## config.mk

```make
export PLATFORM = sky130hd
export DESIGN_NAME = exc_frame_seq
export DESIGN_NICKNAME = d
export VERILOG_FILES = /design/src/rtl/exfs_pkg.sv /design/src/rtl/exfs_sr_calc.sv /design/src/rtl/exfs_plan.sv /design/src/rtl/exfs_skip.sv /design/src/rtl/exc_frame_seq.sv
export SDC_FILE = /design/constraint.sdc
export NUM_CORES = 1
export LEC_CHECK = 0
export ABC_AREA = 1
export ABC_CLOCK_PERIOD_IN_PS = 5900
export CORE_MARGIN = 2
export CORE_UTILIZATION = 35
export DETAILED_ROUTE_END_ITERATION = 6
export DONT_BUFFER_PORTS = 1
export HOLD_SLACK_MARGIN = 0.08
export PLACE_DENSITY = 0.52
export SKIP_LAST_GASP = 1
export SYNTH_ARGS = -nofsm -noshare
export SYNTH_HDL_FRONTEND = slang
export SYNTH_HIERARCHICAL = 1
export SYNTH_SLANG_ARGS = --single-unit
```

## constraint.sdc

```tcl
create_clock -name clk -period 5.9 [get_ports clk]
set_input_delay 0.59 -clock clk [delete_from_list [all_inputs] [get_ports clk]]
set_output_delay 0.59 -clock clk [all_outputs]
set_load 0.005 [all_outputs]
```

## src/rtl/exfs_pkg.sv

```systemverilog
package exfs_pkg;
   localparam int SR_T1     = 15;
   localparam int SR_T0     = 14;
   localparam int SR_S      = 13;
   localparam int SR_M      = 12;
   localparam int SR_IPL_LO = 8;

   typedef enum logic [3:0] {
      ST_IDLE, ST_XPC, ST_XADR, ST_FMTW, ST_RPC, ST_OSR, ST_VEC,
      ST_RSR, ST_RPCR, ST_RFMT
   } exfs_state_e;

   typedef struct packed {
      logic [3:0] fmt;
      logic       ext_pc;
      logic       ext_adr;
      logic       adr_is_pc;
      logic       nested;
      logic       trap;
   } exfs_plan_t;
endpackage

```

## src/rtl/exfs_sr_calc.sv

```systemverilog
module exfs_sr_calc #(
   parameter int LVL_W = 3
) (
   input  logic [15:0]      sr_old,
   input  logic             hw_irq,
   input  logic [LVL_W-1:0] level,
   output logic [15:0]      sr_entry
);
   import exfs_pkg::*;

   always_comb begin
      sr_entry        = sr_old;
      sr_entry[SR_S]  = 1'b1;
      sr_entry[SR_T1] = 1'b0;
      sr_entry[SR_T0] = 1'b0;
      if (hw_irq) sr_entry[SR_IPL_LO +: 3] = 3'(level);
   end
endmodule

```

## src/rtl/exfs_plan.sv

```systemverilog
module exfs_plan #(
   parameter int VEC_W = 8
) (
   input  logic [VEC_W-1:0]    vec,
   input  logic                hw_irq,
   input  logic                sr_m,
   output exfs_pkg::exfs_plan_t plan
);
   logic [31:0] v;
   assign v = 32'(vec);

   always_comb begin
      plan      = '0;
      plan.trap = (v >= 32'd32) && (v <= 32'd47);
      if (hw_irq && sr_m && (v >= 32'd24) && (v <= 32'd31)) begin
         plan.nested = 1'b1;
      end else begin
         case (v)
            32'd3: begin
               plan.fmt = 4'd2; plan.ext_adr = 1'b1;
            end
            32'd4, 32'd5, 32'd6, 32'd7, 32'd9: begin
               plan.fmt = 4'd2; plan.ext_adr = 1'b1; plan.adr_is_pc = 1'b1;
            end
            32'd11: begin
               plan.fmt = 4'd4; plan.ext_pc = 1'b1; plan.ext_adr = 1'b1;
            end
            default: plan.fmt = 4'd0;
         endcase
      end
   end
endmodule

```

## src/rtl/exfs_skip.sv

```systemverilog
module exfs_skip (
   input  logic [3:0] fmt,
   output logic [5:0] skip,
   output logic       restart,
   output logic       unknown
);
   always_comb begin
      skip    = 6'd0;
      restart = 1'b0;
      unknown = 1'b0;
      case (fmt)
         4'd0:       skip = 6'd0;
         4'd1:       restart = 1'b1;
         4'd2, 4'd3: skip = 6'd4;
         4'd4:       skip = 6'd8;
         4'd7:       skip = 6'd52;
         default:    unknown = 1'b1;
      endcase
   end
endmodule

```

## src/rtl/exc_frame_seq.sv

```systemverilog
module exc_frame_seq #(
   parameter int AW           = 32,
   parameter int VEC_W        = 8,
   parameter int LVL_W        = 3,
   parameter bit UNALIGNED_OK = 1'b0
) (
   input  logic             clk,
   input  logic             rst_n,
   input  logic             start_exc,
   input  logic             start_rte,
   input  logic [VEC_W-1:0] vec_num,
   input  logic             hw_irq,
   input  logic [LVL_W-1:0] irq_level,
   input  logic [15:0]      sr_in,
   input  logic [31:0]      pc_in,
   input  logic [AW-1:0]    sp_in,
   input  logic [AW-1:0]    fault_addr,
   input  logic [AW-1:0]    vbr,
   output logic             mem_req,
   output logic             mem_we,
   output logic             mem_long,
   output logic [AW-1:0]    mem_addr,
   output logic [31:0]      mem_wdata,
   input  logic             mem_ack,
   input  logic [31:0]      mem_rdata,
   output logic             busy,
   output logic             done,
   output logic             fmt_err,
   output logic [15:0]      sr_out,
   output logic [AW-1:0]    sp_out,
   output logic [31:0]      pc_out
);
   import exfs_pkg::*;

   localparam logic [AW-1:0] W_BYTES = AW'(2);
   localparam logic [AW-1:0] L_BYTES = AW'(4);

   if (AW < 16 || AW > 32) begin : g_bad_aw
      $error("exc_frame_seq: AW must lie in 16..32");
   end
   if (VEC_W < 6 || VEC_W > 10) begin : g_bad_vw
      $error("exc_frame_seq: VEC_W must lie in 6..10");
   end
   if (LVL_W != 3) begin : g_bad_lw
      $error("exc_frame_seq: LVL_W must be 3");
   end

   exfs_state_e      st;
   logic [AW-1:0]    sp_q, fa_q, vbr_q, sp_start;
   logic [VEC_W-1:0] vec_q;
   logic [31:0]      pc_q, rpc_q, rd_pc_q;
   logic [15:0]      sr_ent_q, frame_sr_q, rd_sr_q, sr_fin;
   logic [3:0]       frame_fmt_q;
   logic             second_q, done_q, err_q;
   exfs_plan_t       plan_q, plan_c;
   logic [15:0]      sr_ent_c;
   logic [5:0]       skip_c;
   logic             restart_c, unknown_c;

   exfs_sr_calc #(.LVL_W(LVL_W)) u_sr (
      .sr_old(sr_in), .hw_irq(hw_irq), .level(irq_level), .sr_entry(sr_ent_c));

   exfs_plan #(.VEC_W(VEC_W)) u_plan (
      .vec(vec_num), .hw_irq(hw_irq), .sr_m(sr_in[SR_M]), .plan(plan_c));

   exfs_skip u_skip (
      .fmt(mem_rdata[15:12]), .skip(skip_c), .restart(restart_c), .unknown(unknown_c));

   if (UNALIGNED_OK) begin : g_sp_raw
      assign sp_start = sp_in;
   end else begin : g_sp_even
      assign sp_start = {sp_in[AW-1:1], 1'b0};
   end

   always_comb begin
      sr_fin       = sr_ent_q;
      sr_fin[SR_M] = sr_ent_q[SR_M] & ~plan_q.nested;
   end

   always_comb begin
      mem_req   = 1'b0;
      mem_we    = 1'b0;
      mem_long  = 1'b0;
      mem_addr  = sp_q;
      mem_wdata = '0;
      case (st)
         ST_XPC: begin
            mem_req = 1'b1; mem_we = 1'b1; mem_long = 1'b1;
            mem_addr = sp_q - L_BYTES; mem_wdata = pc_q;
         end
         ST_XADR: begin
            mem_req = 1'b1; mem_we = 1'b1; mem_long = 1'b1;
            mem_addr = sp_q - L_BYTES;
            mem_wdata = plan_q.adr_is_pc ? pc_q : 32'(fa_q);
         end
         ST_FMTW: begin
            mem_req = 1'b1; mem_we = 1'b1;
            mem_addr = sp_q - W_BYTES;
            mem_wdata = {16'h0000, frame_fmt_q, 12'({vec_q, 2'b00})};
         end
         ST_RPC: begin
            mem_req = 1'b1; mem_we = 1'b1; mem_long = 1'b1;
            mem_addr = sp_q - L_BYTES; mem_wdata = rpc_q;
         end
         ST_OSR: begin
            mem_req = 1'b1; mem_we = 1'b1;
            mem_addr = sp_q - W_BYTES; mem_wdata = {16'h0000, frame_sr_q};
         end
         ST_VEC: begin
            mem_req = 1'b1; mem_long = 1'b1;
            mem_addr = vbr_q + AW'({vec_q, 2'b00});
         end
         ST_RSR:  mem_req = 1'b1;
         ST_RPCR: begin mem_req = 1'b1; mem_long = 1'b1; end
         ST_RFMT: mem_req = 1'b1;
         default: ;
      endcase
   end

   always_ff @(posedge clk or negedge rst_n) begin
      if (!rst_n) begin
         st <= ST_IDLE;
         sp_q <= '0; fa_q <= '0; vbr_q <= '0; vec_q <= '0;
         pc_q <= '0; rpc_q <= '0; rd_pc_q <= '0;
         sr_ent_q <= '0; frame_sr_q <= '0; rd_sr_q <= '0;
         frame_fmt_q <= '0; second_q <= 1'b0; plan_q <= '0;
         done_q <= 1'b0; err_q <= 1'b0;
         sr_out <= '0; sp_out <= '0; pc_out <= '0;
      end else begin
         done_q <= 1'b0;
         case (st)
            ST_IDLE: begin
               if (start_exc) begin
                  sp_q        <= sp_start;
                  fa_q        <= fault_addr;
                  vbr_q       <= vbr;
                  vec_q       <= vec_num;
                  pc_q        <= pc_in;
                  rpc_q       <= plan_c.trap ? pc_in + 32'd2 : pc_in;
                  sr_ent_q    <= sr_ent_c;
                  frame_sr_q  <= sr_in;
                  frame_fmt_q <= plan_c.fmt;
                  second_q    <= plan_c.nested;
                  plan_q      <= plan_c;
                  err_q       <= 1'b0;
                  st <= plan_c.ext_pc ? ST_XPC : (plan_c.ext_adr ? ST_XADR : ST_FMTW);
               end else if (start_rte) begin
                  sp_q  <= sp_in;
                  err_q <= 1'b0;
                  st    <= ST_RSR;
               end
            end
            ST_XPC:  if (mem_ack) begin sp_q <= mem_addr; st <= ST_XADR; end
            ST_XADR: if (mem_ack) begin sp_q <= mem_addr; st <= ST_FMTW; end
            ST_FMTW: if (mem_ack) begin sp_q <= mem_addr; st <= ST_RPC;  end
            ST_RPC:  if (mem_ack) begin sp_q <= mem_addr; st <= ST_OSR;  end
            ST_OSR: if (mem_ack) begin
               sp_q <= mem_addr;
               if (second_q) begin
                  second_q    <= 1'b0;
                  frame_fmt_q <= 4'd1;
                  frame_sr_q  <= sr_ent_q;
                  st          <= ST_FMTW;
               end else begin
                  st <= ST_VEC;
               end
            end
            ST_VEC: if (mem_ack) begin
               pc_out <= mem_rdata;
               sp_out <= sp_q;
               sr_out <= sr_fin;
               done_q <= 1'b1;
               st     <= ST_IDLE;
            end
            ST_RSR: if (mem_ack) begin
               rd_sr_q <= mem_rdata[15:0];
               sp_q    <= sp_q + W_BYTES;
               st      <= ST_RPCR;
            end
            ST_RPCR: if (mem_ack) begin
               rd_pc_q <= mem_rdata;
               sp_q    <= sp_q + L_BYTES;
               st      <= ST_RFMT;
            end
            ST_RFMT: if (mem_ack) begin
               sr_out <= rd_sr_q;
               if (restart_c) begin
                  sp_q   <= sp_q + W_BYTES;
                  sp_out <= sp_q + W_BYTES;
                  st     <= ST_RSR;
               end else begin
                  sp_out <= sp_q + W_BYTES + AW'(skip_c);
                  pc_out <= rd_pc_q;
                  err_q  <= unknown_c;
                  done_q <= 1'b1;
                  st     <= ST_IDLE;
               end
            end
            default: st <= ST_IDLE;
         endcase
      end
   end

   assign busy    = (st != ST_IDLE);
   assign done    = done_q;
   assign fmt_err = err_q;
endmodule

```

==> results.sh, run 1 <==
export IMPL_outcome="finished with violations"
export IMPL_violations="hold timing"
export IMPL_area_growth_pct=8.70
export IMPL_placed_area_um2=21900
export IMPL_reg2reg_from="st[2]"
export IMPL_path_buf_inv=2
export IMPL_hold_slack_ns=-0.272
export IMPL_fin_crit_ns=4.75
export IMPL_p_leak_nw=10.5
export IMPL_tns_ns=0
export IMPL_clk_pin_slew_ns=0.06
export IMPL_grt_pass1_vias=19800
export IMPL_pre_cts_slack_ns=1.88
export IMPL_post_cts_buffers=0
export IMPL_skew_ns=0.0174
export IMPL_drt_wirelength_per_cell_um=23.1
export IMPL_start_util=0.355
export IMPL_antenna_left=0
export IMPL_startpoint_type="flop"
export IMPL_grt_pass1_wl_mm=130
export IMPL_slowest_delay_ns=0.58
export IMPL_nNetsFinal=3145
export IMPL_yosys_most_used_dff="dfrtp_1"
export IMPL_setup_slack_ns=1.15
export IMPL_ys_warn_count=6
export IMPL_grt_antenna_before_repair=8
export IMPL_hp_class="in2async"
export IMPL_synth_top_cell_by_area="dfrtp_1"
export IMPL_ys_seq_area_frac=0.396
export IMPL_synthArstFlopShare=1.00
export IMPL_critPathSlowestCell="nand2_2"
export IMPL_syn_area_um2=21500
export IMPL_r2r_cells=14
export IMPL_portBuffers=0
export IMPL_track_usage=0.270
export IMPL_yosysMostFrequentCell="nand2_1"
export IMPL_path_cells="inv_2 > nor2_2 > nand2_2 > nand2_1 > nor2_2 > nand2_2 > inv_1 > o21ai_0 > o21ai_0 > nand3_1"
export IMPL_place_congestion=0.970
export IMPL_hold_viol=340
export IMPL_clk_path_buf_depth=3
export IMPL_setup_viol=0
export IMPL_synth_top_area_frac=0.396
export IMPL_drv_cap=0
export IMPL_crit_path_end_kind="output pin"
export IMPL_ys_top_cells_by_count="nand2_1, dfrtp_1, inv_1"
export IMPL_first_iter_violations=1923
export IMPL_avgSynthCellArea_um2=7.11
export IMPL_peakVddDrop_mv=0.287
export IMPL_fin_crit_sh=0.805
export IMPL_timing_critical_path_arrival_ns=4.16
export IMPL_die_y_um=252
export IMPL_yosys_register_bits=340
export IMPL_first_pass_iters=6
export IMPL_worstReg2RegEnd="sp_q[28]"
export IMPL_final_area_um2=23300
export IMPL_cts_max_level=2
export IMPL_route_final_wire_length_mm=86.7
export IMPL_worstMarginPinSlew_ns=1.26
export IMPL_ys_top_cells_by_area="dfrtp_1, nand2_1, o21ai_0"
export IMPL_dieArea_um2=63300
export IMPL_max_slew_margin_rel=0.156
export IMPL_cts_root_buf="clkbuf_16"
export IMPL_insertion_delay_ns=0.57
export IMPL_cts_buffers=42
export IMPL_cts_resized=0
export IMPL_cts_tree="built"
export IMPL_synth_edff_count=0
export IMPL_die_w_um=252
export IMPL_slew_violations=0
export IMPL_via_per_inst=5.45
export IMPL_numClockSinks=340
export IMPL_worstPathMaxFanout=25
export IMPL_layout_drive_gt1_share=0.0807
export IMPL_power_density_nw_per_um2=605
export IMPL_grt_overflow=0
export IMPL_hpwlAfterDp_mm=65.0
export IMPL_crit_family="simple AND/OR/NAND/NOR gates"
export IMPL_route_vias_total=20400
export IMPL_grt_max_degree=341
export IMPL_fmaxAchievable_mhz=211
export IMPL_crit_type="reg2out"
export IMPL_rows=90
export IMPL_r2r_slack_ns=1.80
export IMPL_drc_errors=0
export IMPL_rsz0062_at_grt="false"
export IMPL_io_pins=343
export IMPL_worstPathRequired_ns=5.31
export IMPL_coreArea_um2=60500
export IMPL_synthCells=3017
export IMPL_synth_distinct_cells=62
how the worst max path moves through the flow:
stage | start | to | slack (ns) | depth (start not counted)
after floorplan | vec_num[7] | rpc_q[31] | 3.25 | 14
after global placement | st[2] | sp_q[17] | 2.04 | 14
after detailed placement | st[2] | mem_addr[29] | 1.88 | 10
after CTS | st[2] | mem_addr[29] | 1.25 | 10
after global routing | st[2] | mem_addr[29] | 1.0 | 10
final | st[2] | mem_addr[29] | 1.15 | 10
cell usage in the layout (no fill, tap or decap), types with 15 or more instances in the layout:
cell type,Yosys,routed
nand2_1,879,878
dfrtp_1,340,340
inv_1,302,302
nor2_1,268,266
o21ai_0,259,259
nand3_1,156,156
a21oi_1,109,109
a31oi_1,60,60
nor3_1,49,48
clkbuf_16,0,43
o211ai_1,40,40
o221ai_1,37,37
o22ai_1,35,35
nand2_2,30,31
nand4_1,27,27
nor2_2,24,25
inv_2,24,24
buf_4,29,22
o21ai_1,20,20
ha_1,19,19
xor2_1,17,17
mux2_2,17,17
nor2_4,14,15
metrics by stage:
stage | total power, mW | util | cells
finish | 14.1 | 0.386 | 3750
detailed placement | 11.4 | 0.362 | 3669
global placement | 11.3 | 0.362 | 3669
floorplan | 8.91 | - | 3020
CTS | 14.1 | 0.386 | 3745
global route | 15.2 | 0.386 | 3748
report_power, final:
part,internal [mW],switching [mW]
logic,2.00,4.90
clock network,1.60,1.07
registers,3.46,1.09
layout make-up:
type	count	area [um2]
tap	782	978
inverter	331	1240
multi-input combinational	2193	11000
sequential	340	8510
antenna	5	12.5
clock buffer	62	1250
clock inverter	14	180
timing repair buffer	23	185
fill	6358	37100
kinds of logic after synthesis:
kind of cell    Yosys count  share of synthesized area
buf+inv                 487                     0.0938
other cells               4                   0.000699
compound gates          634                      0.176
simple gates           1489                      0.298
mux                      17                    0.00892
fa+ha+maj                21                     0.0129
flops                   340                      0.396
xor+xnor                 25                     0.0128
sequential cells by signal, summed over array words and instances (netlist names):
name and count:
pc_q 32, rd_pc_q 32, done 1, vbr_q 32
frame_fmt_q 4, fmt_err 1, frame_sr_q 16, sr_out 16
fa_q 32, sp_out 32, pc_out 32, sp_q 32
sr_ent_q 16, st 4, rd_sr_q 16, second_q 1
plan_q 2, vec_q 8, rpc_q 31
routing by layer:
layer  track usage  up-vias  wire (um)
li1              -     9747          -
met1         0.344     9865      36200
met2         0.445      669      40600
met3        0.0706      160       6910
met4        0.0905        6       2960
met5             0        -         45
Power figures use the tool's default switching activity.
==> run 2, diff against run 1 <==
--- a/config.mk
+++ b/config.mk
@@ -6,7 +6,7 @@
 export NUM_CORES = 1
 export LEC_CHECK = 0
 export ABC_AREA = 1
-export ABC_CLOCK_PERIOD_IN_PS = 5900
+export ABC_CLOCK_PERIOD_IN_PS = 4970
 export CORE_MARGIN = 2
 export CORE_UTILIZATION = 35
 export DETAILED_ROUTE_END_ITERATION = 6
==> constraint.sdc (replaced) <==
create_clock -name clk -period 4.97 [get_ports clk]
set_input_delay 0.497 -clock clk [delete_from_list [all_inputs] [get_ports clk]]
set_output_delay 0.497 -clock clk [all_outputs]
set_load 0.005 [all_outputs]
==> results.sh, run 2 (synthesized netlist as in run 1, its figures left out) <==
export IMPL_start_util=0.355
export IMPL_layout_drive_gt1_share=0.0789
export IMPL_grt_pass1_wl_mm=132
export IMPL_fin_crit_sh=0.918
export IMPL_drt_wirelength_per_cell_um=22.8
export IMPL_dieArea_um2=63300
export IMPL_cts_resized=0
export IMPL_nNetsFinal=3296
export IMPL_grt_overflow=0
export IMPL_cts_tree="built"
export IMPL_dp_cells=3672
export IMPL_critPathSlowestCell="nand2_2"
export IMPL_portBuffers=0
export IMPL_layout_commonest_cell="nand2_1"
export IMPL_post_cts_buffers=0
export IMPL_stdcell_count=3905
export IMPL_insertion_delay_ns=0.60
export IMPL_numClockSinks=340
export IMPL_clk_pin_slew_ns=0.06
export IMPL_final_cell_mix="nand2_1, dfrtp_1, inv_1"
export IMPL_fmaxAchievable_mhz=219
export IMPL_worstPathMaxFanout=25
export IMPL_route_final_wire_length_mm=89.0
export IMPL_clk_path_buf_depth=3
export IMPL_die_w_um=252
export IMPL_worstMarginPinSlew_ns=1.14
export IMPL_drc_errors=0
export IMPL_grt_max_degree=341
export IMPL_cts_root_buf="clkbuf_16"
export IMPL_fin_crit_ns=4.56
export IMPL_outcome="finished with violations"
export IMPL_via_per_inst=5.43
export IMPL_hold_slack_ns=-0.379
export IMPL_antenna_left=0
export IMPL_worstPathRequired_ns=4.47
export IMPL_area_growth_pct=15.8
export IMPL_slowest_delay_ns=0.57
export IMPL_ctsHoldBuffers=147
export IMPL_power_density_nw_per_um2=679
export IMPL_r2r_slack_ns=0.95
export IMPL_hold_viol=340
export IMPL_track_usage=0.277
export IMPL_violations="hold timing"
export IMPL_met1_usage=0.348
export IMPL_path_cells="inv_2 > nor2_2 > nand2_2 > nand2_1 > nor2_2 > nand2_2 > inv_1 > o21ai_0 > o21ai_0 > nand3_1"
export IMPL_first_iter_violations=1898
export IMPL_p_leak_nw=11.2
export IMPL_cts_buffers=43
export IMPL_max_slew_margin_rel=0.243
export IMPL_first_pass_iters=7
export IMPL_crit_type="reg2out"
export IMPL_timing_critical_path_arrival_ns=4.06
export IMPL_setup_viol=0
export IMPL_grtUsageMet3=0.0686
export IMPL_skew_ns=0.0295
export IMPL_drv_cap=0
export IMPL_hp_class="in2async"
export IMPL_cts_max_level=2
export IMPL_grt_pass1_vias=20700
export IMPL_route_vias_total=21200
export IMPL_tns_ns=0
export IMPL_crit_path_end_kind="output pin"
export IMPL_coreArea_um2=60500
export IMPL_place_congestion=1.02
export IMPL_io_pins=343
export IMPL_met2_usage=0.469
export IMPL_hpwlAfterDp_mm=65.6
export IMPL_slew_violations=0
export IMPL_grt_antenna_before_repair=7
export IMPL_rsz0062_at_grt="false"
export IMPL_rows=90
export IMPL_peakVddDrop_mv=0.422
export IMPL_startpoint_type="flop"
export IMPL_grt_busiest_layer="met2"
export IMPL_die_y_um=252
==> run 2: final timing paths <==
kind / start / end / cells past startpoint
max: st[2] / mem_addr[29] / 10
min: rst_n / vbr_q[27] / 0
max reg2reg: st[2] / sp_q[27] / 15
min reg2reg: fa_q[27] / fa_q[27] / 2
max in group asynchronous: rst_n / rd_pc_q[8] / 0
min in group clk: mem_rdata[12] / rd_pc_q[12] / 2
==> run 2: per-layer routing <==
| layer | share of wire | vias to the layer above | routed length, um |
|---|---|---|---|
| li1 | - | 10100 | - |
| met3 | 0.076 | 159 | 6790 |
| met4 | 0.029 | 4 | 2580 |
| met2 | 0.48 | 723 | 42600 |
| met1 | 0.42 | 10300 | 36900 |
| met5 | 0.00030 | - | 27 |
==> run 2: cell type report <==
type,count,area [um2]
antenna,7,17.5
clock buffer,59,1220
clock inverter,20,231
fill,6216,35600
inverter,331,1240
multi-input combinational,2193,11000
sequential,340,8510
tap,782,978
timing repair buffer,173,1680
==> run 2: stage by stage <==
step                      worst slack, ns  hold slack [ns]  instance area [um2]  power (mW)   util
final                               0.410           -0.379                24800        16.9  0.411
after global routing                0.341           -0.413                24800        18.1  0.411
after CTS                           0.545           -0.406                24800        16.9  0.411
after detailed placement             1.04            0.222                21900        13.5  0.362
after global placement               1.17            0.222                21900        13.3  0.362
after floorplan                      2.41            0.201                21500        10.6      -
==> run 2: power breakdown <==
group | switching, mW | internal (mW)
combinational | 5.70 | 2.45
sequential | 1.39 | 4.11
clock | 1.33 | 1.89
total | 8.42 | 8.45
==> run 2: critical path, delay by kind of cell, from the launching register on <==
family | cells | cell delay, ns
simple gates | 6 | 2.12
flops | 1 | 0.44
buf+inv | 2 | 0.46
compound gates | 2 | 0.47
